## src/rtl/cart_map_pkg.sv

```systemverilog
package cart_map_pkg;
  localparam int MEM_AW  = 16;               // external memory address width
  localparam int WIN_LSB = 11;               // 2 KiB window granularity
  localparam int BLK_W   = MEM_AW - WIN_LSB; // block number width
  localparam int PAGE_W  = MEM_AW - 8;       // page number width
  localparam int HI_W    = MEM_AW - 7;       // generated lines A7 and up
  localparam int NPRE    = 4;                // lower-window presets

  typedef enum logic [3:0] {
    HS_NONE, HS_SEL_LO, HS_SEL_MID, HS_SEL_UP_ROM, HS_SEL_UP_RAM,
    HS_TOG_LO, HS_TOG_UP, HS_PRE_WR, HS_LO_DATA, HS_LO_ADDR, HS_PRE_RD
  } hs_cmd_e;

  typedef struct packed {
    logic [BLK_W-1:0] blk;
    logic             ram;
  } blk_sel_t;
endpackage

```

## src/rtl/cart_hotspot_dec.sv

```systemverilog
module cart_hotspot_dec
  import cart_map_pkg::*;
(
  input  logic [15:0]       addr,
  input  logic [7:0]        data,
  input  logic              rd,
  output hs_cmd_e           cmd,
  output blk_sel_t          sel,
  output logic [PAGE_W-1:0] page,
  output logic [1:0]        idx,
  output logic              tog_a12
);
  logic in_hot_range;
  logic in_zp;
  logic dec_unused;

  assign in_hot_range = (addr[15:13] == 3'b011);
  assign in_zp        = (addr[15:8] == 8'h00);
  assign dec_unused   = ^data[1:0];

  always_comb begin
    cmd     = HS_NONE;
    sel     = '{blk: data[7:3], ram: data[2]};
    page    = addr[7:0];
    idx     = addr[1:0];
    tog_a12 = addr[6];
    if (in_hot_range) begin
      case (addr[15:8])
        8'h68: begin cmd = HS_SEL_LO;  sel = '{blk: addr[7:3], ram: addr[2]}; end
        8'h69: begin cmd = HS_SEL_MID; sel = '{blk: addr[7:3], ram: addr[2]}; end
        8'h6A: cmd = HS_SEL_UP_ROM;
        8'h6B: cmd = HS_SEL_UP_RAM;
        8'h74: if (!rd && !addr[7]) cmd = HS_TOG_LO;
        8'h75: if (!rd && !addr[7]) cmd = HS_TOG_UP;
        default: cmd = HS_NONE;
      endcase
    end else if (in_zp && addr[6:4] == 3'b111) begin
      case (addr[3:2])
        2'b01: if (!rd) cmd = HS_PRE_WR;
        2'b10: if (!rd) begin
          if (addr[7]) cmd = HS_LO_DATA;
          else begin
            cmd = HS_LO_ADDR;
            sel = '{blk: {{(BLK_W-1){1'b0}}, addr[0]}, ram: addr[1]};
          end
        end
        2'b11: if (rd) cmd = HS_PRE_RD;
        default: cmd = HS_NONE;
      endcase
    end
  end
endmodule

```

## src/rtl/cart_bank_regs.sv

```systemverilog
module cart_bank_regs
  import cart_map_pkg::*;
(
  input  logic              clk,
  input  logic              rst_n,
  input  logic              upd,
  input  hs_cmd_e           cmd,
  input  blk_sel_t          sel,
  input  logic [PAGE_W-1:0] page,
  input  logic [1:0]        idx,
  input  logic              tog_a12,
  output blk_sel_t          lo_q,
  output blk_sel_t          mid_q,
  output logic [PAGE_W-1:0] up_q,
  output logic              up_ram_q
);
  localparam logic [BLK_W-1:0]  LO_A11 = BLK_W'(1);
  localparam logic [BLK_W-1:0]  LO_A12 = BLK_W'(2);
  localparam logic [PAGE_W-1:0] UP_A11 = PAGE_W'(1) << (WIN_LSB - 8);
  localparam logic [PAGE_W-1:0] UP_A12 = PAGE_W'(1) << (WIN_LSB - 7);

  blk_sel_t pre_q [NPRE];

  for (genvar k = 0; k < NPRE; k++) begin : g_pre
    always_ff @(posedge clk) begin
      if (!rst_n) pre_q[k] <= '0;
      else if (upd && cmd == HS_PRE_WR && idx == 2'(k)) pre_q[k] <= sel;
    end
  end

  always_ff @(posedge clk) begin
    if (!rst_n) begin
      lo_q     <= '0;
      mid_q    <= '0;
      up_q     <= '0;
      up_ram_q <= 1'b0;
    end else if (upd) begin
      case (cmd)
        HS_SEL_LO, HS_LO_DATA, HS_LO_ADDR: lo_q <= sel;
        HS_SEL_MID:    mid_q <= sel;
        HS_SEL_UP_ROM: begin up_q <= page; up_ram_q <= 1'b0; end
        HS_SEL_UP_RAM: begin up_q <= page; up_ram_q <= 1'b1; end
        HS_TOG_LO:     lo_q.blk <= lo_q.blk ^ (tog_a12 ? LO_A12 : LO_A11);
        HS_TOG_UP:     up_q <= up_q ^ (tog_a12 ? UP_A12 : UP_A11);
        HS_PRE_RD:     lo_q <= pre_q[idx];
        default: ;
      endcase
    end
  end

  AST_QUIET_NO_STROBE: assert property (@(posedge clk) disable iff (!rst_n)
    !upd |=> ($stable(lo_q) && $stable(mid_q) && $stable(up_q) && $stable(up_ram_q)));
endmodule

```

## src/rtl/cart_addr_map.sv

```systemverilog
module cart_addr_map
  import cart_map_pkg::*;
(
  input  logic [12:7]       addr,
  input  blk_sel_t          lo,
  input  blk_sel_t          mid,
  input  logic [PAGE_W-1:0] up_page,
  input  logic              up_ram,
  input  logic              wrap,
  output logic [HI_W-1:0]   mem_hi,
  output logic              mem_ram
);
  always_comb begin
    if (!addr[12]) begin
      mem_hi  = '0;
      mem_ram = 1'b0;
    end else if (!addr[11]) begin
      mem_hi  = {lo.blk, addr[10:7]};
      mem_ram = lo.ram;
    end else if (addr[10:9] != 2'b11) begin
      mem_hi  = {mid.blk, addr[10:7]};
      mem_ram = mid.ram;
    end else if (!addr[8] || wrap) begin
      mem_hi  = {up_page, addr[7]};
      mem_ram = up_ram;
    end else begin
      mem_hi  = {{PAGE_W{1'b1}}, addr[7]};
      mem_ram = 1'b0;
    end
  end
endmodule

```

## src/rtl/cart_mapper.sv

```systemverilog
module cart_mapper
  import cart_map_pkg::*;
(
  input  logic            clk,
  input  logic            rst_n,
  input  logic            bus_end,
  input  logic [15:0]     cpu_addr,
  input  logic [7:0]      cpu_data,
  input  logic            cpu_rw,
  output logic [HI_W-1:0] mem_hi,
  output logic            mem_ram
);
  hs_cmd_e           cmd;
  blk_sel_t          sel;
  logic [PAGE_W-1:0] page;
  logic [1:0]        idx;
  logic              tog_a12;
  blk_sel_t          lo_q, mid_q;
  logic [PAGE_W-1:0] up_q;
  logic              up_ram_q;
  logic              wrap_q;

  cart_hotspot_dec dec_i (
    .addr(cpu_addr), .data(cpu_data), .rd(cpu_rw),
    .cmd(cmd), .sel(sel), .page(page), .idx(idx), .tog_a12(tog_a12)
  );

  cart_bank_regs regs_i (
    .clk(clk), .rst_n(rst_n), .upd(bus_end),
    .cmd(cmd), .sel(sel), .page(page), .idx(idx), .tog_a12(tog_a12),
    .lo_q(lo_q), .mid_q(mid_q), .up_q(up_q), .up_ram_q(up_ram_q)
  );

  // previous bus cycle touched $1Exx
  always_ff @(posedge clk) begin
    if (!rst_n) wrap_q <= 1'b0;
    else if (bus_end) wrap_q <= (cpu_addr[12:8] == 5'h1E);
  end

  cart_addr_map map_i (
    .addr(cpu_addr[12:7]), .lo(lo_q), .mid(mid_q), .up_page(up_q),
    .up_ram(up_ram_q), .wrap(wrap_q), .mem_hi(mem_hi), .mem_ram(mem_ram)
  );

  AST_WRAP_TRACKS_PREV: assert property (@(posedge clk) disable iff (!rst_n)
    bus_end |=> (wrap_q == ($past(cpu_addr[12:8]) == 5'h1E)));

  AST_HOT_RANGE_ONLY: assert property (@(posedge clk) disable iff (!rst_n)
    (bus_end && cpu_addr[15:13] != 3'b011 && cpu_addr[15:8] != 8'h00)
      |=> ($stable(lo_q) && $stable(mid_q) && $stable(up_q) && $stable(up_ram_q)));

  AST_TOGGLE_LO_A11: assert property (@(posedge clk) disable iff (!rst_n)
    (bus_end && !cpu_rw && cpu_addr[15:8] == 8'h74 && cpu_addr[7:6] == 2'b00)
      |=> (lo_q.blk == ($past(lo_q.blk) ^ BLK_W'(1)) && lo_q.ram == $past(lo_q.ram)));

  AST_ADDR_LOADER: assert property (@(posedge clk) disable iff (!rst_n)
    (bus_end && !cpu_rw && cpu_addr[15:2] == 14'h001E)
      |=> (lo_q.blk == BLK_W'($past(cpu_addr[0])) && lo_q.ram == $past(cpu_addr[1])));

  AST_READ_NO_TOGGLE: assert property (@(posedge clk) disable iff (!rst_n)
    (bus_end && cpu_rw && cpu_addr[15:9] == 7'b0111_010)
      |=> ($stable(lo_q) && $stable(up_q)));
endmodule

```

## config.mk

```make
export PLATFORM = sky130hd
export DESIGN_NAME = cart_mapper
export DESIGN_NICKNAME = d
export VERILOG_FILES = /design/src/rtl/cart_map_pkg.sv /design/src/rtl/cart_hotspot_dec.sv /design/src/rtl/cart_bank_regs.sv /design/src/rtl/cart_addr_map.sv /design/src/rtl/cart_mapper.sv
export SDC_FILE = /design/constraint.sdc
export NUM_CORES = 1
export LEC_CHECK = 0
export BUFFER_PORTS_ARGS = -buffer_cell sky130_fd_sc_hd__buf_2
export CORE_UTILIZATION = 57
export CTS_CLUSTER_DIAMETER = 120
export DETAILED_ROUTE_END_ITERATION = 8
export HOLD_SLACK_MARGIN = 0.06
export PLACE_DENSITY = 0.89
export SETUP_SLACK_MARGIN = 0.3
export SLEW_MARGIN = 10
export SYNTH_ARGS = -nofsm -noshare
export SYNTH_HDL_FRONTEND = slang
export SYNTH_SLANG_ARGS = --single-unit
```

## constraint.sdc

```tcl
create_clock -name clk -period 2.85 [get_ports clk]
set_input_delay 0.285 -clock clk [delete_from_list [all_inputs] [get_ports clk]]
set_output_delay 0.285 -clock clk [all_outputs]
set_load 0.05 [all_outputs]
```

==> results of run 1 <==
[sequential cells by signal, summed over array words and instances (netlist names)]
signal and count:
regs_i.pre_q 24, regs_i.up_q 8, regs_i.lo_q 6, regs_i.mid_q 6, regs_i.up_ram_q 1, wrap_q 1
[per-layer routing]
metal  vias to the layer above  share of wire [%]
li1                       1107                  -
met1                      1140                 38
met2                       157                 48
met3                        31                 11
met4                         0                3.9
met5                         -                  0
[tightest hold or removal path, delay by kind of cell]
kind | cells | cell delay (ps)
simple gates | 1 | 70
mux | 1 | 70
buf+inv | 1 | 110
[final timing paths]
check,depth (start not counted),from,slack (ps),endpoint
min reg2reg,2,regs_i.up_ram_q$_SDFFE_PN0P_,500,regs_i.up_ram_q$_SDFFE_PN0P_
max reg2reg,4,regs_i.pre_q[3][1]$_SDFFCE_PN0P_,1400,regs_i.lo_q[1]$_SDFFE_PN0P_
min,3,cpu_addr[5],270,regs_i.up_q[5]$_SDFFE_PN0P_
max,10,cpu_addr[12],430,regs_i.pre_q[0][3]$_SDFFCE_PN0P_
[cell usage after synthesis (4+ instances only)]
| cell | n | share of area [%] |
|---|---|---|
| sky130_fd_sc_hd__inv_1 | 8 | 1.1 |
| sky130_fd_sc_hd__o21ai_0 | 7 | 1.3 |
| sky130_fd_sc_hd__mux4_2 | 6 | 5.1 |
| sky130_fd_sc_hd__a21oi_1 | 4 | 0.75 |
| sky130_fd_sc_hd__nand2_1 | 27 | 3.8 |
| sky130_fd_sc_hd__mux2i_1 | 13 | 4.9 |
| sky130_fd_sc_hd__nor2_1 | 47 | 6.6 |
| sky130_fd_sc_hd__nand3_1 | 7 | 1.3 |
| sky130_fd_sc_hd__nor2b_1 | 5 | 1.2 |
| sky130_fd_sc_hd__clkbuf_1 | 9 | 1.3 |
| sky130_fd_sc_hd__nor3_1 | 14 | 2.6 |
| sky130_fd_sc_hd__and2_1 | 5 | 1.2 |
| sky130_fd_sc_hd__a21boi_0 | 5 | 1.4 |
| sky130_fd_sc_hd__o221ai_1 | 6 | 2.0 |
| sky130_fd_sc_hd__o211a_1 | 4 | 1.5 |
| sky130_fd_sc_hd__and3_1 | 4 | 0.94 |
| sky130_fd_sc_hd__edfxtp_1 | 24 | 27 |
| sky130_fd_sc_hd__dfxtp_1 | 22 | 16 |
| sky130_fd_sc_hd__or3_1 | 5 | 1.2 |
| sky130_fd_sc_hd__nand2b_1 | 8 | 1.9 |
[logic make-up after synthesis]
kind of cell    count (synthesis)  share of synthesized area [%]
compound gates                 49                          15.06
mux                            20                          10.34
buf+inv                        22                          3.461
xor+xnor                        2                         0.6549
simple gates                  140                          27.08
flops                          46                          43.40
[layout by cell type (no fill, tap or decap), drive strengths merged, types with 2 or more instances in the layout]
| cell type | n |
|---|---|
| nor4 | 3 |
| a22oi | 2 |
| clkinv | 3 |
| edfxtp | 24 |
| a21o | 3 |
| mux2i | 13 |
| dfxtp | 22 |
| o211ai | 2 |
| a21boi | 5 |
| o211a | 4 |
| nand2b | 8 |
| buf | 48 |
| o21ai | 8 |
| or3 | 6 |
| clkbuf | 6 |
| a21oi | 4 |
| a211o | 3 |
| and3 | 4 |
| a32oi | 2 |
| and2 | 5 |
| nor4b | 3 |
| nor2b | 5 |
| o221ai | 6 |
| nor3 | 14 |
| nand2 | 27 |
| xnor2 | 2 |
| or2 | 4 |
| inv | 8 |
| nor2 | 48 |
| and4b | 2 |
| nand3 | 7 |
| a211oi | 3 |
| mux4 | 6 |
[layout make-up]
class                      count  area share, %
clock inverter                 2         0.4527
multi-input combinational    211          46.75
tap                           52          2.140
timing repair buffer          48          8.971
inverter                       9          1.111
sequential                    46          38.19
clock buffer                   6          2.387
[report_power, final]
group	internal, mW	switching (mW)	total (mW)	leakage, nW
clock network	0.173	0.227	0.401	0.0452
registers	0.712	0.00550	0.718	0.405
logic	0.0622	0.109	0.171	0.780
[per-stage QoR]
| step | util, % | cell area, sq um | setup WS [ps] | instances |
|---|---|---|---|---|
| after floorplan | - | 2675 | 309.4 | 279 |
| after global placement | 66.47 | 2954 | 325.3 | 366 |
| after detailed placement | 66.47 | 2954 | 234.2 | 366 |
| after CTS | 68.41 | 3040 | 545.9 | 374 |
| after global routing | 68.41 | 3040 | 367.1 | 374 |
| final | 68.41 | 3040 | 427.6 | 374 |
==> reports/metrics.csv, run 1 <==
metric;value;unit
syn_to_final_growth;13.66;%
rsz0062_at_grt;no;
grt_use_met3;6.349;%
timing.critical_path.fanout_max;13;
initial_antenna_violation_count;0;
report.final.setup_viol;0;
mappedNetlistArea;0.002675;sq mm
num_antenna_cells;0;
nets_finish;349;
routed_wl;6.758;mm
globalRoute.busiestLayer;met2;
total_area_of_multi_input_combinational_cells;0.001421;sq mm
vias_per_cell;6.511;
global_route_wire_length_before_repair;11.05;mm
groute.layer.met2.usage;49.19;%
avgSynthCellArea;9.588;sq um
status;finished with violations;
cts_sinks;46;
root_buffer;sky130_fd_sc_hd__clkbuf_8;
critical_path_arrival;2400;ps
peakVddDrop;0.0003373;V
firstDrtPassIters;6;
vias_in_the_first_global_route;2365;
cts_hold_buf;0;
fraction_of_final_layout_cells_with_drive_strength_greater_than_1;23.29;%
site_row_count;24;
hpwlAfterDp;4.984;mm
synth-warning-count;0;
worstMarginPinSlew;564.2;ps
worst_clock_skew_on_the_final_layout;10.96;ps
final.fill_count;350;
numPortBuffers;35;
clkTransAtPathRegs;80;ps
postSynthRegisterBits;46;
detailedRoute.firstIterationViolations;276;
critical_path_required;2830;ps
timing.hold.worst.class;input port to flop;
static-leakage-power;1.230;nW
critical_path.n_buffers_inverters;4;
synth-async-reset-ratio;0;%
die_height;70.51;um
global_route.usage.total;29.05;%
timing.critical_path.cells;buf_2, or3_1, buf_4, nor3_1, a211oi_1, buf_4, nor4_1, buf_4, nand2_1, nand2_1;
clk_path_buf_depth;2;
grt.met1_usage;35.77;%
yosys_most_used_dff;sky130_fd_sc_hd__edfxtp_1;
hold_viol;0;
totalPowerFinal;1.290;mW
crit_family;simple AND/OR/NAND/NOR gates;
clock_insertion_delay_worst_skew;310;ps
synth_edf_count;24;
ant_nets;0;
setup_total_negative_slack;0;ps
cpMostUsedCell;sky130_fd_sc_hd__buf_4;
timing_worst_setup_path_type;input port to flop;
grt_overflow;0;
die_x;70.51;um
slew_violations;0;
final-seq-area;0.001161;sq mm
min_period;2422;ps
grt_max_degree;20;
synth_cells;279;
routed_wire_length_per_instance;18.07;um
number_of_nets_in_the_synthesized_netlist;307;
worstSetupStartpointType;input port;
critical-path-slowest-cell;sky130_fd_sc_hd__or3_1;
p_per_area;424.1;mW/mm^2
relSlewSlack;62.31;%
i_o_pin_count;38;
gp_congestion;0.9263;
tritoncts_clock_tree;yes;
synth.distinct_cells;53;
max_freq;0.4128;GHz
cts_inserted_buffers;5;
post-cts-setup-buffers;0;
drc;6;
synth-seq-area-share;43.41;%
maxCapViolations;0;
coreArea;0.004444;sq mm
hold_slack;272.3;ps
fin_crit_sh;85.00;%
cp_slowest_stage_delay;370;ps
dieArea;0.004971;sq mm
failed_checks;design-rule violations;
detailroute.via_count;2435;
critical_path.endpoint_type;flop;
clock_h_tree_levels;2;
initial_utilization;60.19;%
cts_repair_resize_count;0;
No activity file was read; power rests on OpenSTA's default activity.
==> run 2: changes to the inputs <==
- CORE_UTILIZATION: 57 -> 52
- PLACE_DENSITY: 0.89 -> 0.86
- clock period: 2.85 -> 2.2 ns (I/O delays scaled with it)
==> run 2 against run 1 <==
  * The flow finishes with violations (negative setup slack)
  * Worst hold slack better by 50 ps
  * Core utilization up 9.4 points
  * Die area up 9.3%
  * First-iteration DRC count up 26%
  * Sequential power up 30%
  * Critical endpoint is now regs_i.pre_q[1][1]$_SDFFCE_PN0P_
  * Combinational power up 74%
==> reports/metrics.csv, run 2 (synthesized netlist as in run 1, its figures left out) <==
metric;value;unit
tritoncts_clock_tree;yes;
peakVddDrop;0.0004069;V
die_x;73.73;um
timing.critical_path.fanout_max;6;
slew_violations;0;
fin_util;77.78;%
failed_checks;negative setup slack;
cts_sinks;46;
gp_congestion;0.8917;
clock_h_tree_levels;2;
hold_start;cpu_addr[5];
hpwlAfterDp;5.476;mm
timing.hold.worst.class;input port to flop;
setup_total_negative_slack;-0.8142;ps
firstDrtPassIters;5;
vias_per_cell;6.459;
detail_route.wirelength.met1;3.438;mm
numPortBuffers;35;
global_route_wire_length_before_repair;13.14;mm
register_with_the_highest_flop_count;regs_i.pre_q;
timing_worst_setup_path_type;input port to flop;
worstMarginPinSlew;518.0;ps
place_worst_setup_slack;-267.9;ps
finish.instance_area;0.003771;sq mm
critical_path.endpoint_type;flop;
cts_inserted_buffers;5;
grt_overflow;0;
clkTransAtPathRegs;90;ps
cp-startpoint;cpu_addr[15];
biggestRegsByFlops;regs_i.pre_q (24), regs_i.up_q (8);
critical_path_arrival;2190;ps
static-leakage-power;1.548;nW
worst_clock_skew_on_the_final_layout;11.57;ps
hold_slack;322.5;ps
drc;0;
hold_viol;0;
i_o_pin_count;38;
clk_path_buf_depth;2;
final-seq-area;0.001161;sq mm
report.final.setup_viol;1;
met2WireLength;4.366;mm
dieArea;0.005435;sq mm
rr_startpoint;regs_i.pre_q[3][1]$_SDFFCE_PN0P_;
critical_path_required;2190;ps
final.fill_count;258;
vias_in_the_first_global_route;2614;
total_area_of_multi_input_combinational_cells;0.001708;sq mm
fraction_of_final_layout_cells_with_drive_strength_greater_than_1;47.17;%
min_period;2201;ps
number_of_flip_flops_under_the_largest_register_name;24;
status;finished with violations;
global_route.usage.total;33.37;%
detailroute.via_count;2829;
grt_max_degree;18;
die_height;73.73;um
rsz0062_at_grt;yes;
syn_to_final_growth;40.97;%
clock_insertion_delay_worst_skew;310;ps
nets_finish;398;
detailedRoute.firstIterationViolations;348;
root_buffer;sky130_fd_sc_hd__clkbuf_8;
relSlewSlack;65.40;%
ant_nets;0;
detailroute.wirelength.met3;1.005;mm
topRoutingLayerUsed;met4;
fin_ws;-0.8142;ps
p_per_area;476.7;mW/mm^2
dpl-instance-area;0.003342;sq mm
routed_wire_length_per_instance;21.04;um
num_antenna_cells;0;
initial_utilization;55.17;%
initial_antenna_violation_count;0;
final_common_cell;sky130_fd_sc_hd__buf_4;
worstSetupStartpointType;input port;
coreArea;0.004848;sq mm
fin_crit_sh;100.0;%
mostFrequentLayoutCells;sky130_fd_sc_hd__buf_4, sky130_fd_sc_hd__nor2_1, sky130_fd_sc_hd__buf_2;
routed_wl;9.217;mm
max_freq;0.4544;GHz
maxCapViolations;0;
site_row_count;25;
run 2: cell type report:
type | instances | share of cell area, %
inverter | 9 | 0.8958
timing repair buffer | 97 | 18.21
clock inverter | 3 | 0.7631
clock buffer | 5 | 1.825
tap | 67 | 2.223
multi-input combinational | 211 | 45.29
sequential | 46 | 30.79
run 2: what timing repair did:
action / in CTS / in global routing
hold buffers: 0 / 0
gates resized for setup: 24 / 43
setup buffers: 7 / 2
setup endpoints to repair: 65 / 67
pin swaps: 15 / 8
endpoints found under the hold margin: 0 / 0
run 2: worst max-delay path, cell delays in order:
cell	delay [ps]
sky130_fd_sc_hd__buf_6	90
sky130_fd_sc_hd__buf_4	120
sky130_fd_sc_hd__nand3b_1	280
sky130_fd_sc_hd__buf_4	220
sky130_fd_sc_hd__nor4_2	380
sky130_fd_sc_hd__a211oi_2	160
sky130_fd_sc_hd__nor3_2	220
sky130_fd_sc_hd__nand2_2	140
sky130_fd_sc_hd__o21ai_4	340
run 2: per-stage QoR:
| stage | power, mW | cells |
|---|---|---|
| floorplan | 1.095 | 279 |
| global placement | 1.203 | 421 |
| detailed placement | 1.211 | 421 |
| CTS | 1.760 | 436 |
| global route | 1.840 | 438 |
| finish | 1.798 | 438 |
run 2: report_power, final:
| group | switching, mW | total [mW] | internal [mW] | leakage, nW |
|---|---|---|---|---|
| Clock | 0.327 | 0.565 | 0.238 | 0.0506 |
| Sequential | 0.0114 | 0.934 | 0.923 | 0.405 |
| Combinational | 0.179 | 0.298 | 0.119 | 1.09 |
run 2: final timing paths:
path	cells after the start	end	slack [ps]
setup reg to reg	4	regs_i.lo_q[1]$_SDFFE_PN0P_	580
hold reg to reg	2	regs_i.up_q[0]$_SDFFE_PN0P_	520
setup / recovery	9	regs_i.pre_q[1][1]$_SDFFCE_PN0P_	-0.8
hold / removal	4	regs_i.up_q[5]$_SDFFE_PN0P_	320
run 2: layer usage:
layer,global-route usage [%],vias up
met5,0,-
met4,17.09,0
met3,6.173,49
met2,53.72,215
met1,42.87,1363
li1,-,1202
==> run 3: changes to the inputs <==
- CORE_UTILIZATION: 52 -> 62
- PLACE_DENSITY: 0.86 -> 0.95
- clock period: 2.2 -> 2.81 ns (I/O delays scaled with it)
==> run 3 against run 2 <==
  * The run now ends clean
  * Clock skew decreased by 8.4 ps
  * First-iteration DRC count decreased by 23%
  * Combinational power shrank 41%
  * Final cell count fell by 15%
  * Critical path depth is the same
  * Largest cell class unchanged
==> reports/metrics.csv, run 3 (synthesized netlist as in run 1, its figures left out) <==
metric;value;unit
status;finished clean;
timing_worst_setup_path_type;input port to flop;
cts_sinks;46;
site_row_count;23;
die_height;67.69;um
max_freq;0.4238;GHz
fin_ws;450.4;ps
p_per_area;431.7;mW/mm^2
routed_wire_length_per_instance;18.17;um
power_frac_comb;13.3;%
worstMarginPinSlew;546.8;ps
root_buffer;sky130_fd_sc_hd__clkbuf_8;
dpl_cells;363;
syn_to_final_growth;13.61;%
min_period;2360;ps
timing.critical_path.cells;buf_2, or3_1, or2_4, o32ai_4, o21ai_2, nor4_1, buf_4, nand2_1, nand2_1;
nets_finish;348;
fraction_of_final_layout_cells_with_drive_strength_greater_than_1;23.36;%
cpMostUsedCell;sky130_fd_sc_hd__nand2_1;
grt_overflow;0;
finish.instance_area;0.003039;sq mm
final_common_cell;sky130_fd_sc_hd__nor2_1;
initial_utilization;65.93;%
totalPowerFinal;1.312;mW
globalRoute.busiestLayer;met2;
hpwlAfterDp;4.873;mm
global_route_wire_length_before_repair;10.29;mm
vias_in_the_first_global_route;2202;
number_of_flip_flops_under_the_largest_register_name;24;
clock_h_tree_levels;2;
cts_inserted_buffers;5;
stdcell_count;371;
critical_path.endpoint_type;flop;
critical_path_required;2790;ps
rsz0062_at_grt;no;
cell_internal_pwr;0.9606;mW
firstDrtPassIters;6;
setup_total_negative_slack;0;ps
hold_slack;275.8;ps
maxCapViolations;0;
power_switching_share;26.78;%
biggestRegsByFlops;regs_i.pre_q (24), regs_i.up_q (8);
dieArea;0.004581;sq mm
worstSetupStartpointType;input port;
grt.met1_usage;39.46;%
global_route.usage.total;31.52;%
slew_violations;0;
hold_viol;0;
peakVddDrop;0.0003753;V
grt_use_met3;6.757;%
clk_path_buf_depth;2;
report.final.setup_viol;0;
clockPowerShare;31.2;%
die_x;67.69;um
ant_nets;0;
timing.critical_path.fanout_max;13;
place_worst_setup_slack;181.7;ps
initial_antenna_violation_count;0;
timing.hold.worst.class;input port to flop;
total_area_of_multi_input_combinational_cells;0.001428;sq mm
worst_clock_skew_on_the_final_layout;3.199;ps
power.switching;0.3514;mW
static-leakage-power;1.222;nW
grt_max_degree;18;
i_o_pin_count;38;
final.fill_count;288;
groute.layer.met2.usage;50.62;%
critical-path-slowest-cell;sky130_fd_sc_hd__or3_1;
dpl-instance-area;0.002944;sq mm
num_antenna_cells;0;
coreArea;0.004058;sq mm
vias_per_cell;6.464;
detailedRoute.firstIterationViolations;269;
gp_congestion;0.8686;
detailroute.via_count;2398;
sequentialPowerShare;55.4;%
relSlewSlack;63.32;%
register_with_the_highest_flop_count;regs_i.pre_q;
critical_path_arrival;2340;ps
cp_slowest_stage_delay;450;ps
fin_crit_sh;83.97;%
tritoncts_clock_tree;yes;
clkTransAtPathRegs;90;ps
routed_wl;6.740;mm
drc;0;
fin_util;74.90;%
mostFrequentLayoutCells;sky130_fd_sc_hd__nor2_1, sky130_fd_sc_hd__buf_2, sky130_fd_sc_hd__nand2_1;
numPortBuffers;35;
post-cts-setup-buffers;0;
clock_insertion_delay_worst_skew;300;ps
final-seq-area;0.001161;sq mm
## run 3: worst paths after layout
path / start / slack (ps) / depth (start not counted) / end
hold reg to reg: regs_i.up_q[1]$_SDFFE_PN0P_ / 510 / 2 / regs_i.up_q[1]$_SDFFE_PN0P_
hold / removal: cpu_addr[5] / 280 / 3 / regs_i.up_q[5]$_SDFFE_PN0P_
setup / recovery: cpu_addr[12] / 450 / 9 / regs_i.pre_q[0][4]$_SDFFCE_PN0P_
setup reg to reg: regs_i.pre_q[3][1]$_SDFFCE_PN0P_ / 1320 / 4 / regs_i.lo_q[1]$_SDFFE_PN0P_
## run 3: what timing repair did
item | CTS | global route
resized for setup | 0 | 1
endpoints found under the setup margin | 0 | 9
hold buffers | 0 | 0
## run 3: final cells by class
| type | count | area share, % |
|---|---|---|
| multi-input combinational | 211 | 46.97 |
| sequential | 46 | 38.20 |
| timing repair buffer | 47 | 8.728 |
| clock buffer | 5 | 2.264 |
| tap | 50 | 2.058 |
| inverter | 9 | 1.112 |
| clock inverter | 3 | 0.6587 |
## run 3: power by group through the flow
| stage | Clock [mW] | Combinational, mW | Sequential, mW |
|---|---|---|---|
| 2_1_floorplan | 0 | 0.111 | 0.741 |
| 3_3_place_gp | 0 | 0.167 | 0.742 |
| 3_5_place_dp | 0 | 0.171 | 0.743 |
| 4_1_cts | 0.409 | 0.172 | 0.727 |
| 5_1_grt | 0.432 | 0.186 | 0.729 |
| 6_report | 0.410 | 0.175 | 0.727 |
## run 3: layer usage
metal / share of wire [%] / up-vias
met1: 39 / 1133
met4: 2.0 / 0
met3: 9.4 / 15
li1: - / 1099
met2: 50 / 151
met5: 0 / -
## run 3: critical path, delay by kind of cell
kind	cells	cell delay, ps
compound gates	2	390
simple gates	5	1310
buf+inv	2	360
